$ cat src/rtl/ptlb_pkg.sv
package ptlb_pkg;

  // Offset bits covered by every entry: a 4 KiB page pair.
  localparam int unsigned MIN_PAIR_BITS = 13;

  typedef enum logic [2:0] {
    RC_MATCH    = 3'd0,
    RC_NOMATCH  = 3'd1,
    RC_INVALID  = 3'd2,
    RC_MODIFIED = 3'd3,
    RC_RDINH    = 3'd4,
    RC_EXINH    = 3'd5
  } res_code_t;

  typedef enum logic [1:0] {
    AK_FETCH    = 2'd0,
    AK_LOAD     = 2'd1,
    AK_STORE    = 2'd2,
    AK_LOAD_ALT = 2'd3
  } acc_kind_t;

  typedef struct packed {
    logic xinh;
    logic rinh;
    logic dirty;
    logic valid;
  } half_flags_t;

endpackage

$ cat src/rtl/ptlb_store.sv
module ptlb_store
  import ptlb_pkg::*;
#(
  parameter int unsigned ENTRIES = 16,
  parameter int unsigned VA_W    = 32,
  parameter int unsigned PA_W    = 32,
  parameter int unsigned ASID_W  = 8,
  localparam int unsigned IDX_W  = $clog2(ENTRIES)
) (
  input  logic              clk,
  input  logic              rst_n,
  input  logic              wr_en,
  input  logic [IDX_W-1:0]  wr_idx,
  input  logic [VA_W-1:0]   wr_vpn,
  input  logic [VA_W-1:0]   wr_mask,
  input  logic [ASID_W-1:0] wr_asid,
  input  logic              wr_global,
  input  logic              wr_hinv,
  input  logic [PA_W-1:0]   wr_pfn_even,
  input  logic [PA_W-1:0]   wr_pfn_odd,
  input  half_flags_t       wr_flags_even,
  input  half_flags_t       wr_flags_odd,
  output logic [VA_W-1:0]   ent_vpn   [ENTRIES],
  output logic [VA_W-1:0]   ent_mask  [ENTRIES],
  output logic [ASID_W-1:0] ent_asid  [ENTRIES],
  output logic              ent_glob  [ENTRIES],
  output logic              ent_hinv  [ENTRIES],
  output logic [PA_W-1:0]   ent_pfn_e [ENTRIES],
  output logic [PA_W-1:0]   ent_pfn_o [ENTRIES],
  output half_flags_t       ent_fl_e  [ENTRIES],
  output half_flags_t       ent_fl_o  [ENTRIES]
);

  localparam logic [VA_W-1:0] LOW_MASK = VA_W'((64'd1 << MIN_PAIR_BITS) - 64'd1);

  logic [VA_W-1:0] eff_mask_d;

  always_comb begin
    eff_mask_d = wr_mask | LOW_MASK;
  end

  for (genvar g = 0; g < ENTRIES; g++) begin : g_ent
    logic sel;

    always_comb begin
      sel = wr_en && (wr_idx == IDX_W'(g));
    end

    // Only the invalidate flag is reset: it alone decides liveness.
    always_ff @(posedge clk or negedge rst_n) begin
      if (!rst_n) begin
        ent_hinv[g] <= 1'b1;
      end else if (sel) begin
        ent_hinv[g] <= wr_hinv;
      end
    end

    always_ff @(posedge clk) begin
      if (sel) begin
        ent_vpn[g]   <= wr_vpn;
        ent_mask[g]  <= eff_mask_d;
        ent_asid[g]  <= wr_asid;
        ent_glob[g]  <= wr_global;
        ent_pfn_e[g] <= wr_pfn_even;
        ent_pfn_o[g] <= wr_pfn_odd;
        ent_fl_e[g]  <= wr_flags_even;
        ent_fl_o[g]  <= wr_flags_odd;
      end
    end
  end

endmodule

$ cat src/rtl/ptlb_match.sv
module ptlb_match #(
  parameter int unsigned ENTRIES = 16,
  parameter int unsigned VA_W    = 32,
  parameter int unsigned ASID_W  = 8
) (
  input  logic [VA_W-1:0]   lk_va,
  input  logic [ASID_W-1:0] lk_asid,
  input  logic [VA_W-1:0]   ent_vpn  [ENTRIES],
  input  logic [VA_W-1:0]   ent_mask [ENTRIES],
  input  logic [ASID_W-1:0] ent_asid [ENTRIES],
  input  logic              ent_glob [ENTRIES],
  input  logic              ent_hinv [ENTRIES],
  output logic [ENTRIES-1:0] hit_vec,
  output logic [ENTRIES-1:0] odd_vec
);

  for (genvar g = 0; g < ENTRIES; g++) begin : g_cmp
    logic            tag_eq;
    logic            asid_ok;
    logic [VA_W-1:0] top_bit;

    always_comb begin
      tag_eq     = ((lk_va ^ ent_vpn[g]) & ~ent_mask[g]) == '0;
      asid_ok    = ent_glob[g] || (ent_asid[g] == lk_asid);
      hit_vec[g] = tag_eq && asid_ok && !ent_hinv[g];
      // Highest bit covered by the mask picks the half.
      top_bit    = ent_mask[g] & ~(ent_mask[g] >> 1);
      odd_vec[g] = |(lk_va & top_bit);
    end
  end

endmodule

$ cat src/rtl/ptlb_resolve.sv
module ptlb_resolve
  import ptlb_pkg::*;
#(
  parameter int unsigned ENTRIES = 16,
  parameter int unsigned VA_W    = 32,
  parameter int unsigned PA_W    = 32,
  localparam int unsigned IDX_W  = $clog2(ENTRIES)
) (
  input  logic [VA_W-1:0]    lk_va,
  input  acc_kind_t          lk_kind,
  input  logic [ENTRIES-1:0] hit_vec,
  input  logic [ENTRIES-1:0] odd_vec,
  input  logic [VA_W-1:0]    ent_mask  [ENTRIES],
  input  logic [PA_W-1:0]    ent_pfn_e [ENTRIES],
  input  logic [PA_W-1:0]    ent_pfn_o [ENTRIES],
  input  half_flags_t        ent_fl_e  [ENTRIES],
  input  half_flags_t        ent_fl_o  [ENTRIES],
  output res_code_t          c_code,
  output logic [PA_W-1:0]    c_pa,
  output logic               c_writable
);

  logic [IDX_W-1:0] pick;
  logic             any_hit;
  logic             is_odd;
  half_flags_t      fl;
  logic [PA_W-1:0]  frame;
  logic [VA_W-1:0]  half_off;
  logic             is_load;

  // Lowest index wins: scan downward so the last assignment is the lowest.
  always_comb begin
    pick    = '0;
    any_hit = 1'b0;
    for (int i = ENTRIES - 1; i >= 0; i--) begin
      if (hit_vec[i]) begin
        pick    = IDX_W'(i);
        any_hit = 1'b1;
      end
    end
  end

  always_comb begin
    is_odd   = odd_vec[pick];
    fl       = is_odd ? ent_fl_o[pick]  : ent_fl_e[pick];
    frame    = is_odd ? ent_pfn_o[pick] : ent_pfn_e[pick];
    half_off = ent_mask[pick] >> 1;
    is_load  = (lk_kind == AK_LOAD) || (lk_kind == AK_LOAD_ALT);
  end

  always_comb begin
    if (!any_hit) begin
      c_code = RC_NOMATCH;
    end else if (!fl.valid) begin
      c_code = RC_INVALID;
    end else if ((lk_kind == AK_FETCH) && fl.xinh) begin
      c_code = RC_EXINH;
    end else if (is_load && fl.rinh) begin
      c_code = RC_RDINH;
    end else if ((lk_kind == AK_STORE) && !fl.dirty) begin
      c_code = RC_MODIFIED;
    end else begin
      c_code = RC_MATCH;
    end
  end

  always_comb begin
    if (c_code == RC_MATCH) begin
      c_pa       = frame | PA_W'(lk_va & half_off);
      c_writable = fl.dirty;
    end else begin
      c_pa       = '0;
      c_writable = 1'b0;
    end
  end

endmodule

$ cat src/rtl/ptlb_lookup.sv
module ptlb_lookup
  import ptlb_pkg::*;
#(
  parameter int unsigned ENTRIES = 16,
  parameter int unsigned VA_W    = 32,
  parameter int unsigned PA_W    = 32,
  parameter int unsigned ASID_W  = 8,
  localparam int unsigned IDX_W  = $clog2(ENTRIES)
) (
  input  logic              clk,
  input  logic              rst_n,
  input  logic              wr_en,
  input  logic [IDX_W-1:0]  wr_idx,
  input  logic [VA_W-1:0]   wr_vpn,
  input  logic [VA_W-1:0]   wr_mask,
  input  logic [ASID_W-1:0] wr_asid,
  input  logic              wr_global,
  input  logic              wr_hinv,
  input  logic [PA_W-1:0]   wr_pfn_even,
  input  logic [PA_W-1:0]   wr_pfn_odd,
  input  logic [3:0]        wr_flags_even,
  input  logic [3:0]        wr_flags_odd,
  input  logic              lk_valid,
  input  logic [VA_W-1:0]   lk_va,
  input  logic [1:0]        lk_kind,
  input  logic [ASID_W-1:0] lk_asid,
  output logic              rs_valid,
  output logic [2:0]        rs_code,
  output logic [PA_W-1:0]   rs_pa,
  output logic              rs_writable
);

  // Reset: asserted asynchronously, released on a clock edge.
  logic [1:0] rst_pipe;
  logic       rst_n_sync;

  always_ff @(posedge clk or negedge rst_n) begin
    if (!rst_n) begin
      rst_pipe <= 2'b00;
    end else begin
      rst_pipe <= {rst_pipe[0], 1'b1};
    end
  end

  always_comb begin
    rst_n_sync = rst_pipe[1];
  end

  logic [VA_W-1:0]   ent_vpn   [ENTRIES];
  logic [VA_W-1:0]   ent_mask  [ENTRIES];
  logic [ASID_W-1:0] ent_asid  [ENTRIES];
  logic              ent_glob  [ENTRIES];
  logic              ent_hinv  [ENTRIES];
  logic [PA_W-1:0]   ent_pfn_e [ENTRIES];
  logic [PA_W-1:0]   ent_pfn_o [ENTRIES];
  half_flags_t       ent_fl_e  [ENTRIES];
  half_flags_t       ent_fl_o  [ENTRIES];

  ptlb_store #(
    .ENTRIES(ENTRIES), .VA_W(VA_W), .PA_W(PA_W), .ASID_W(ASID_W)
  ) u_store (
    .clk          (clk),
    .rst_n        (rst_n_sync),
    .wr_en        (wr_en),
    .wr_idx       (wr_idx),
    .wr_vpn       (wr_vpn),
    .wr_mask      (wr_mask),
    .wr_asid      (wr_asid),
    .wr_global    (wr_global),
    .wr_hinv      (wr_hinv),
    .wr_pfn_even  (wr_pfn_even),
    .wr_pfn_odd   (wr_pfn_odd),
    .wr_flags_even(half_flags_t'(wr_flags_even)),
    .wr_flags_odd (half_flags_t'(wr_flags_odd)),
    .ent_vpn      (ent_vpn),
    .ent_mask     (ent_mask),
    .ent_asid     (ent_asid),
    .ent_glob     (ent_glob),
    .ent_hinv     (ent_hinv),
    .ent_pfn_e    (ent_pfn_e),
    .ent_pfn_o    (ent_pfn_o),
    .ent_fl_e     (ent_fl_e),
    .ent_fl_o     (ent_fl_o)
  );

  logic [ENTRIES-1:0] hit_vec;
  logic [ENTRIES-1:0] odd_vec;

  ptlb_match #(
    .ENTRIES(ENTRIES), .VA_W(VA_W), .ASID_W(ASID_W)
  ) u_match (
    .lk_va   (lk_va),
    .lk_asid (lk_asid),
    .ent_vpn (ent_vpn),
    .ent_mask(ent_mask),
    .ent_asid(ent_asid),
    .ent_glob(ent_glob),
    .ent_hinv(ent_hinv),
    .hit_vec (hit_vec),
    .odd_vec (odd_vec)
  );

  res_code_t       c_code;
  logic [PA_W-1:0] c_pa;
  logic            c_writable;

  ptlb_resolve #(
    .ENTRIES(ENTRIES), .VA_W(VA_W), .PA_W(PA_W)
  ) u_resolve (
    .lk_va     (lk_va),
    .lk_kind   (acc_kind_t'(lk_kind)),
    .hit_vec   (hit_vec),
    .odd_vec   (odd_vec),
    .ent_mask  (ent_mask),
    .ent_pfn_e (ent_pfn_e),
    .ent_pfn_o (ent_pfn_o),
    .ent_fl_e  (ent_fl_e),
    .ent_fl_o  (ent_fl_o),
    .c_code    (c_code),
    .c_pa      (c_pa),
    .c_writable(c_writable)
  );

  // Result register: next state, then the flops.
  logic            valid_d;
  res_code_t       code_q;
  logic [PA_W-1:0] pa_q;
  logic            wr_q;

  always_comb begin
    valid_d = lk_valid;
  end

  always_ff @(posedge clk or negedge rst_n_sync) begin
    if (!rst_n_sync) begin
      rs_valid <= 1'b0;
      code_q   <= RC_NOMATCH;
      pa_q     <= '0;
      wr_q     <= 1'b0;
    end else begin
      rs_valid <= valid_d;
      if (lk_valid) begin
        code_q <= c_code;
        pa_q   <= c_pa;
        wr_q   <= c_writable;
      end
    end
  end

  always_comb begin
    rs_code     = code_q;
    rs_pa       = pa_q;
    rs_writable = wr_q;
  end

endmodule

$ cat config.mk
export PLATFORM = sky130hd
export DESIGN_NAME = ptlb_lookup
export DESIGN_NICKNAME = d
export VERILOG_FILES = /design/src/rtl/ptlb_pkg.sv /design/src/rtl/ptlb_store.sv /design/src/rtl/ptlb_match.sv /design/src/rtl/ptlb_resolve.sv /design/src/rtl/ptlb_lookup.sv
export SDC_FILE = /design/constraint.sdc
export NUM_CORES = 2
export LEC_CHECK = 0
export CORE_UTILIZATION = 60
export DETAILED_ROUTE_END_ITERATION = 10
export PLACE_DENSITY_LB_ADDON = 0.3
export SLEW_MARGIN = 20
export SYNTH_ARGS = -nofsm -noshare
export SYNTH_HDL_FRONTEND = slang
export SYNTH_SLANG_ARGS = --single-unit
$ cat constraint.sdc
create_clock -name clk -period 2.2 [get_ports clk]
set_input_delay 0.55 -clock clk [delete_from_list [all_inputs] [get_ports clk]]
set_output_delay 0.55 -clock clk [all_outputs]
set_load 0.02 [all_outputs]
; ---- Word level (Yosys, flattened, before mapping)
; Index checks and enable logic that the tools add are counted.
[totals]
ff_bits = 2167
latchBits = 0
ramBits = 0
rom_bits = 0
inputBits = 196
elab_cells = 558
memories = 0
[classes]
addsub = 0
mul = 0
div_mod_pow = 0
order_cmp = 2
eq_ne = 34
shifts = 0
muxes = 58
bitwise = 99
n_reduce_logical = 120
[op_table]
columns = op, n
row1 = bitwise AND 32 bit, 48
row2 = logical NOT 32 bit, 16
row3 = inverter 31 -> 32 bit, 16
row4 = inverter 32 bit, 16
row5 = OR reduction 32 bit, 16
row6 = bitwise XOR 32 bit, 16
row7 = binary-select mux 32 bit (select 4 bit), 3
row8 = 2-to-1 mux 32 bit, 8
row9 = == test 8 bit, 16
row10 = 2-to-1 mux 4 bit, 21
row11 = logical AND 1 bit, 51
row12 = bitwise AND 32 x 31 -> 32 bit, 1
row13 = binary-select mux 4 bit (select 4 bit), 2
row14 = == test 4 bit (second input constant), 8
row15 = bitwise OR 32 bit, 1
row16 = 2-to-1 mux 1 bit, 18
row17 = logical NOT 1 bit, 17
row18 = logical OR 1 bit, 17
row19 = == test 4 x 3 -> 1 bit (second input constant), 4
row20 = 2-to-1 mux 3 bit, 4
row21 = == test 4 x 2 -> 1 bit (second input constant), 2
row22 = greater-or-equal comparator 5 bit (second input constant), 1
row23 = less-than comparator 4 x 5 -> 1 bit (second input constant), 1
row24 = inverter 4 -> 5 bit, 1
row25 = 8 further kinds, 9

; ---- Longest topological paths before layout
[depth]
ltp_word = 35
mapped_depth = 25

; ---- Cells and area by module
; A second synthesis with hierarchy kept.
[unflattened]
hier_cells = 7783
hier_area_um2 = 96727.8
[by_module_without_submodules]
columns = module, instances, cells_per_inst, area_each_um2, seq_area_each_um2
row1 = ptlb_store, 1, 2377, 65721.8, 63841.2
row2 = ptlb_resolve, 1, 3282, 16275.6, 0.0
row3 = ptlb_match, 1, 2044, 13160.1, 0.0
row4 = ptlb_lookup, 1, 80, 1570.3, 977.2

; ---- Worst setup path after synthesis
; OpenSTA, ideal clock, no wires.
[synth_path]
path_type = input to register
startpoint = in wr_idx[0]
endpoint = reg u_store.ent_hinv[15] in the netlist's numbering
arrival_time_ns = 10.313
t_required_ns = 2.101
path_slack_ns = -8.212
cell_stages = 3
path_cell_list = or3b_2 > nor3_1 > mux2_2
[synth_via]
elab_chain_cells = 2
[synth_lines]
columns = element, line_no
row1 = "start, declared", ptlb_lookup.sv:13  ; input logic [IDX_W-1:0] wr_idx,
row2 = logical NOT 4 bit, ptlb_store.sv:46  ; sel = wr_en && (wr_idx == IDX_W'(g));
row3 = logical AND 1 bit, ptlb_store.sv:46
row4 = net u_store.g_ent[0].sel, ptlb_store.sv:43  ; logic sel;
row5 = "end signal, assigned by index", ptlb_store.sv:54  ; ent_hinv[g] <= wr_hinv;
row6 = "end, declared", ptlb_store.sv:27  ; output logic ent_hinv [ENTRIES],
; The timed path passes the listed nets, and every way through them passes these cells.
; A chain may end at the register's enable or synchronous reset.

; ---- Worst setup path in the final report
[layout_path]
startpoint = reg u_store.ent_vpn[430] in the netlist's numbering
endpoint = reg pa_q[1] (netlist: rs_pa[1])
[layout_via]
elab_chain_cells = 22
[layout_lines]
columns = element, line_no
row1 = "start, declared", ptlb_store.sv:23  ; output logic [VA_W-1:0] ent_vpn [ENTRIES],
row2 = "start signal, assigned by index", ptlb_store.sv:60  ; ent_vpn[g] <= wr_vpn;
row3 = bitwise XOR 32 bit *, ptlb_match.sv:23  ; tag_eq = ((lk_va ^ ent_vpn[g]) & ~ent_mask[g]) == '0;
row4 = bitwise AND 32 bit *, ptlb_match.sv:23
row5 = logical NOT 32 bit *, ptlb_match.sv:23
row6 = logical AND 1 bit * (2 in a row), ptlb_match.sv:25  ; hit_vec[g] = tag_eq && asid_ok && !ent_hinv[g];
row7 = 2-to-1 mux 4 bit (3 in a row), ptlb_resolve.sv:36  ; if (hit_vec[i]) begin
row8 = inverter 4 -> 5 bit (not written as such), "ptlb_resolve.sv:45, ptlb_resolve.sv:46, ptlb_resolve.sv:47"
row9 = binary-select mux 4 bit (select 4 bit), ptlb_resolve.sv:45  ; fl = is_odd ? ent_fl_o[pick] : ent_fl_e[pick];
row10 = 2-to-1 mux 4 bit (not written as such) (2 in a row), ptlb_resolve.sv:45
row11 = [... 2 more ...], --
row12 = logical AND 1 bit, ptlb_resolve.sv:60  ; end else if ((lk_kind == AK_STORE) && !fl.dirty) begin
row13 = 2-to-1 mux 2 bit, ptlb_resolve.sv:60
row14 = 2-to-1 mux 3 bit, ptlb_resolve.sv:58  ; end else if (is_load && fl.rinh) begin
row15 = 2-to-1 mux 3 bit, ptlb_resolve.sv:56  ; end else if ((lk_kind == AK_FETCH) && fl.xinh) begin
row16 = 2-to-1 mux 3 bit, ptlb_resolve.sv:54  ; end else if (!fl.valid) begin
row17 = 2-to-1 mux 3 bit, ptlb_resolve.sv:52  ; if (!any_hit) begin
row18 = logical NOT 3 bit, ptlb_resolve.sv:68  ; if (c_code == RC_MATCH) begin
row19 = 2-to-1 mux 32 bit *, ptlb_resolve.sv:68
row20 = "end signal, assigned", ptlb_lookup.sv:144  ; pa_q <= c_pa;
row21 = "end, declared", ptlb_lookup.sv:127  ; logic [PA_W-1:0] pa_q;
; Mark *: on every way between the ends. The rest lies on a longest branch, timed or not. The select of a mux whose other input is x is not followed.

==> out/results.ini <==
[run_status]
status = finished with violations
violations = setup timing

[routing]
viasPerCell = 6.707
drtIter0Drc = 10878
ant_nets = 0
num_vias = 63640
wl_mm = 314.0
drcViolationCount = 0
drtPass1Iterations = 7
wl_per_cell_um = 33.09

[critical_path]
arrival_ns = 5.52
endpoint = rs_pa[1]
path_max_fanout = 9
rrSetupSlack_ns = -2.64
crit_type = register to register
r2r-end = rs_pa[1]
cp.required_ns = 2.88
timing.rr.start = u_store.ent_vpn[430]
reg2reg_depth = 22
cp-startpoint = u_store.ent_vpn[430]
worstSetupEndpointType = register
start_kind = register

[timing]
fin_crit_sh = 2.201
tns_ns = -93.68
tightestPinTransition_ns = 0.8955
hold_violations = 0
whs_ns = 0.06054
slew_headroom = 0.4030
finalCriticalPeriod_ns = 4.843
slew_viol_final = 0
setup_viol = 39
rsz0062_at_grt = yes
max_freq_mhz = 206.5
finalWorstSetupSlack_ns = -2.643
fin_skew_ns = 0.07204

[finish]
area_growth_pct = 27.54
layout.nets = 7717
design_area_mm2 = 0.1052
drive_gt1_frac = 0.2426

[floorplanning]
die_area_mm2 = 0.1390
die_w_um = 372.8
rows = 135
coreArea_mm2 = 0.1360
io_pins = 233
die_h_um = 372.8
start_util = 0.6067

[placed_design]
dpl_cell_area_mm2 = 0.09620
port_buffers = 206
place_hpwl_mm = 207.7
routabilityCongestion = 1.059

[synthesis]
ys_dominant_reg_cell = edfxtp_1
async_flop_share = 0.02808
synthTopCellsByArea = edfxtp_1 (69%), nand2_1 (6.5%), xnor2_1 (3.2%)
netlist_area_mm2 = 0.08250
synth_edf_count = 1904
yosys_warnings = 0
ys_ff_latch = 1959
synth-seq-area-share = 0.7100
synthCells = 6267
yosys.cell_count.top_type = edfxtp_1
synth_commonest_cells = edfxtp_1 (1904), nand2_1 (1438), nand3_1 (447)
netlist.area_leader.share = 0.6930
syn_nets = 6463
synth_top_area_cell = edfxtp_1
ys_types = 84
avgSynthCellArea_um2 = 13.16

[global_routing]
grt_antenna_before_repair = 27
grt_max_degree = 102
grt-ovfl-total = 0
grt_pass1_vias = 62159
grt_pass1_wl_mm = 438.5
track_usage = 0.4439

[clock_network]
clkTransAtPathRegs_ns = 0.06
clock_latency_ns = 0.86
root_buffer = clkbuf_16
cts_buffers = 193
clock-sinks = 1959
htree_levels = 4
clock_path_buffers = 3
tritoncts = yes

[power_and_ir_drop]
power_leakage_uw = 0.03812
power_density_mw_per_mm2 = 787.9
ir_drop_mv = 0.7623

[min_path]
min_path_type = input port to register

[run]
cap_violations = 0

==> area by class of cell <==
| cell class | instances | area [um2] |
|---|---|---|
| clock buffers | 243 | 5180 |
| repair buffers | 1447 | 14570 |
| multi-input cells | 3875 | 23080 |
| diodes | 20 | 50.05 |
| flip-flops and latches | 1959 | 58580 |
| clock inverters | 118 | 1368 |
| fillers | 7712 | 30750 |
| inverters | 45 | 168.9 |
| well taps | 1781 | 2228 |
==> what timing repair did <==
item                                    4_1_cts  5_1_grt
setup buffers                                46       11
hold endpoints to repair                      2        0
endpoints found under the setup margin       73       37
cloned                                       12        6
pin swaps                                    83       39
gates resized for setup                     274      122
hold buffers                                  1        0
==> state kept, by name (all words and copies together) (netlist names) <==
register           flops
u_store.ent_glob      16
rs_code                3
u_store.ent_hinv      16
u_store.ent_fl_e      64
rs_pa                 32
rs_valid               1
u_store.ent_asid     128
rst_pipe               2
u_store.ent_fl_o      64
u_store.ent_pfn_e    512
u_store.ent_vpn      304
u_store.ent_mask     304
rs_writable            1
u_store.ent_pfn_o    512
==> metrics by stage <==
step	worst slack, ns	power [uW]	utilization	cells
finish	-2.643	82900	0.7738	9488
global route	-2.694	84390	0.7737	9479
CTS	-2.397	82400	0.7684	9460
detailed placement	-4.038	48880	0.7075	9045
global placement	-3.833	48730	0.7074	9045
floorplan	-2.262	45270	-	6267
==> where the power goes <==
part	total (uW)	leakage [uW]	internal [uW]	switching (uW)
Clock	34200	0.00319	19300	14900
Combinational	6550	0.0170	2490	4060
Sequential	42200	0.0179	41800	340
Total	82900	0.0381	63600	19300
==> layout by cell type, fill, tap and decap left out, types with 15 or more instances in the layout <==
cell,instances
clkbuf_1,36
a21oi_1,274
clkinv_2,37
a31oi_1,65
clkinv_1,33
bufinv_16,21
clkdlybuf4s50_1,139
buf_12,212
clkbuf_16,201
xnor2_2,15
diode_2,20
nor2_1,168
buf_4,960
a311oi_1,42
dfrtp_1,35
a211o_1,38
xnor2_1,291
nand2_1,1418
mux2i_1,56
a221oi_1,32
dlygate4sd2_1,15
xor2_1,126
o22ai_1,290
nand3_1,438
buf_2,27
edfxtp_1,1904
and3_1,55
buf_6,40
a22oi_1,31
nor4_1,64
mux2_2,18
o21bai_1,16
o22ai_2,16
inv_1,44
o32ai_2,28
o21ai_0,70
dfstp_2,17
a221oi_2,22
a221o_1,22
==> logic make-up after synthesis <==
kind of cell | Yosys count | share of synthesized area
buf+inv | 433 | 0.02753
mux | 92 | 0.01154
simple gates | 2299 | 0.1194
compound gates | 1051 | 0.08569
other cells | 1 | 0.00004545
xor+xnor | 432 | 0.04586
flops | 1959 | 0.7100
==> worst min path at each step <==
stage | startpoint | end | slack [ns] | cells past startpoint
after floorplan | rst_n | rst_pipe[0] | 0.25 | 0
final | wr_vpn[16] | u_store.ent_vpn[432] | 0.06 | 1
after global routing | wr_vpn[16] | u_store.ent_vpn[432] | 0.06 | 1
after CTS | wr_vpn[16] | u_store.ent_vpn[432] | 0.03 | 1
after global placement | rst_pipe[0] | rst_pipe[1] | 0.34 | 0
after detailed placement | rst_pipe[0] | rst_pipe[1] | 0.34 | 0
==> routing by layer <==
| layer | vias to the layer above | wire length (um) | GRT usage |
|---|---|---|---|
| li1 | 25903 | - | - |
| met1 | 31205 | 107700 | 0.5731 |
| met2 | 5406 | 142700 | 0.6850 |
| met3 | 1124 | 40130 | 0.1053 |
| met4 | 2 | 23440 | 0.2728 |
| met5 | - | 13 | 0 |
==> critical path: stages (launching register included) <==
cell,delay (ns)
edfxtp_1,0.42
xnor2_2,0.21
o22ai_2,0.11
nor4_4,0.55
buf_4,0.22
nand2_4,0.05
nor3_4,0.24
buf_6,0.15
a211oi_4,0.04
a311oi_4,0.32
and2_4,0.27
buf_12,0.15
buf_12,0.14
buf_8,0.13
mux2i_1,0.20
o22ai_1,0.10
or4_1,0.54
nor2_2,0.16
mux2i_4,0.10
o2111ai_4,0.13
buf_6,0.16
buf_12,0.16
o32ai_2,0.11
(Power assumes the default switching activity.)
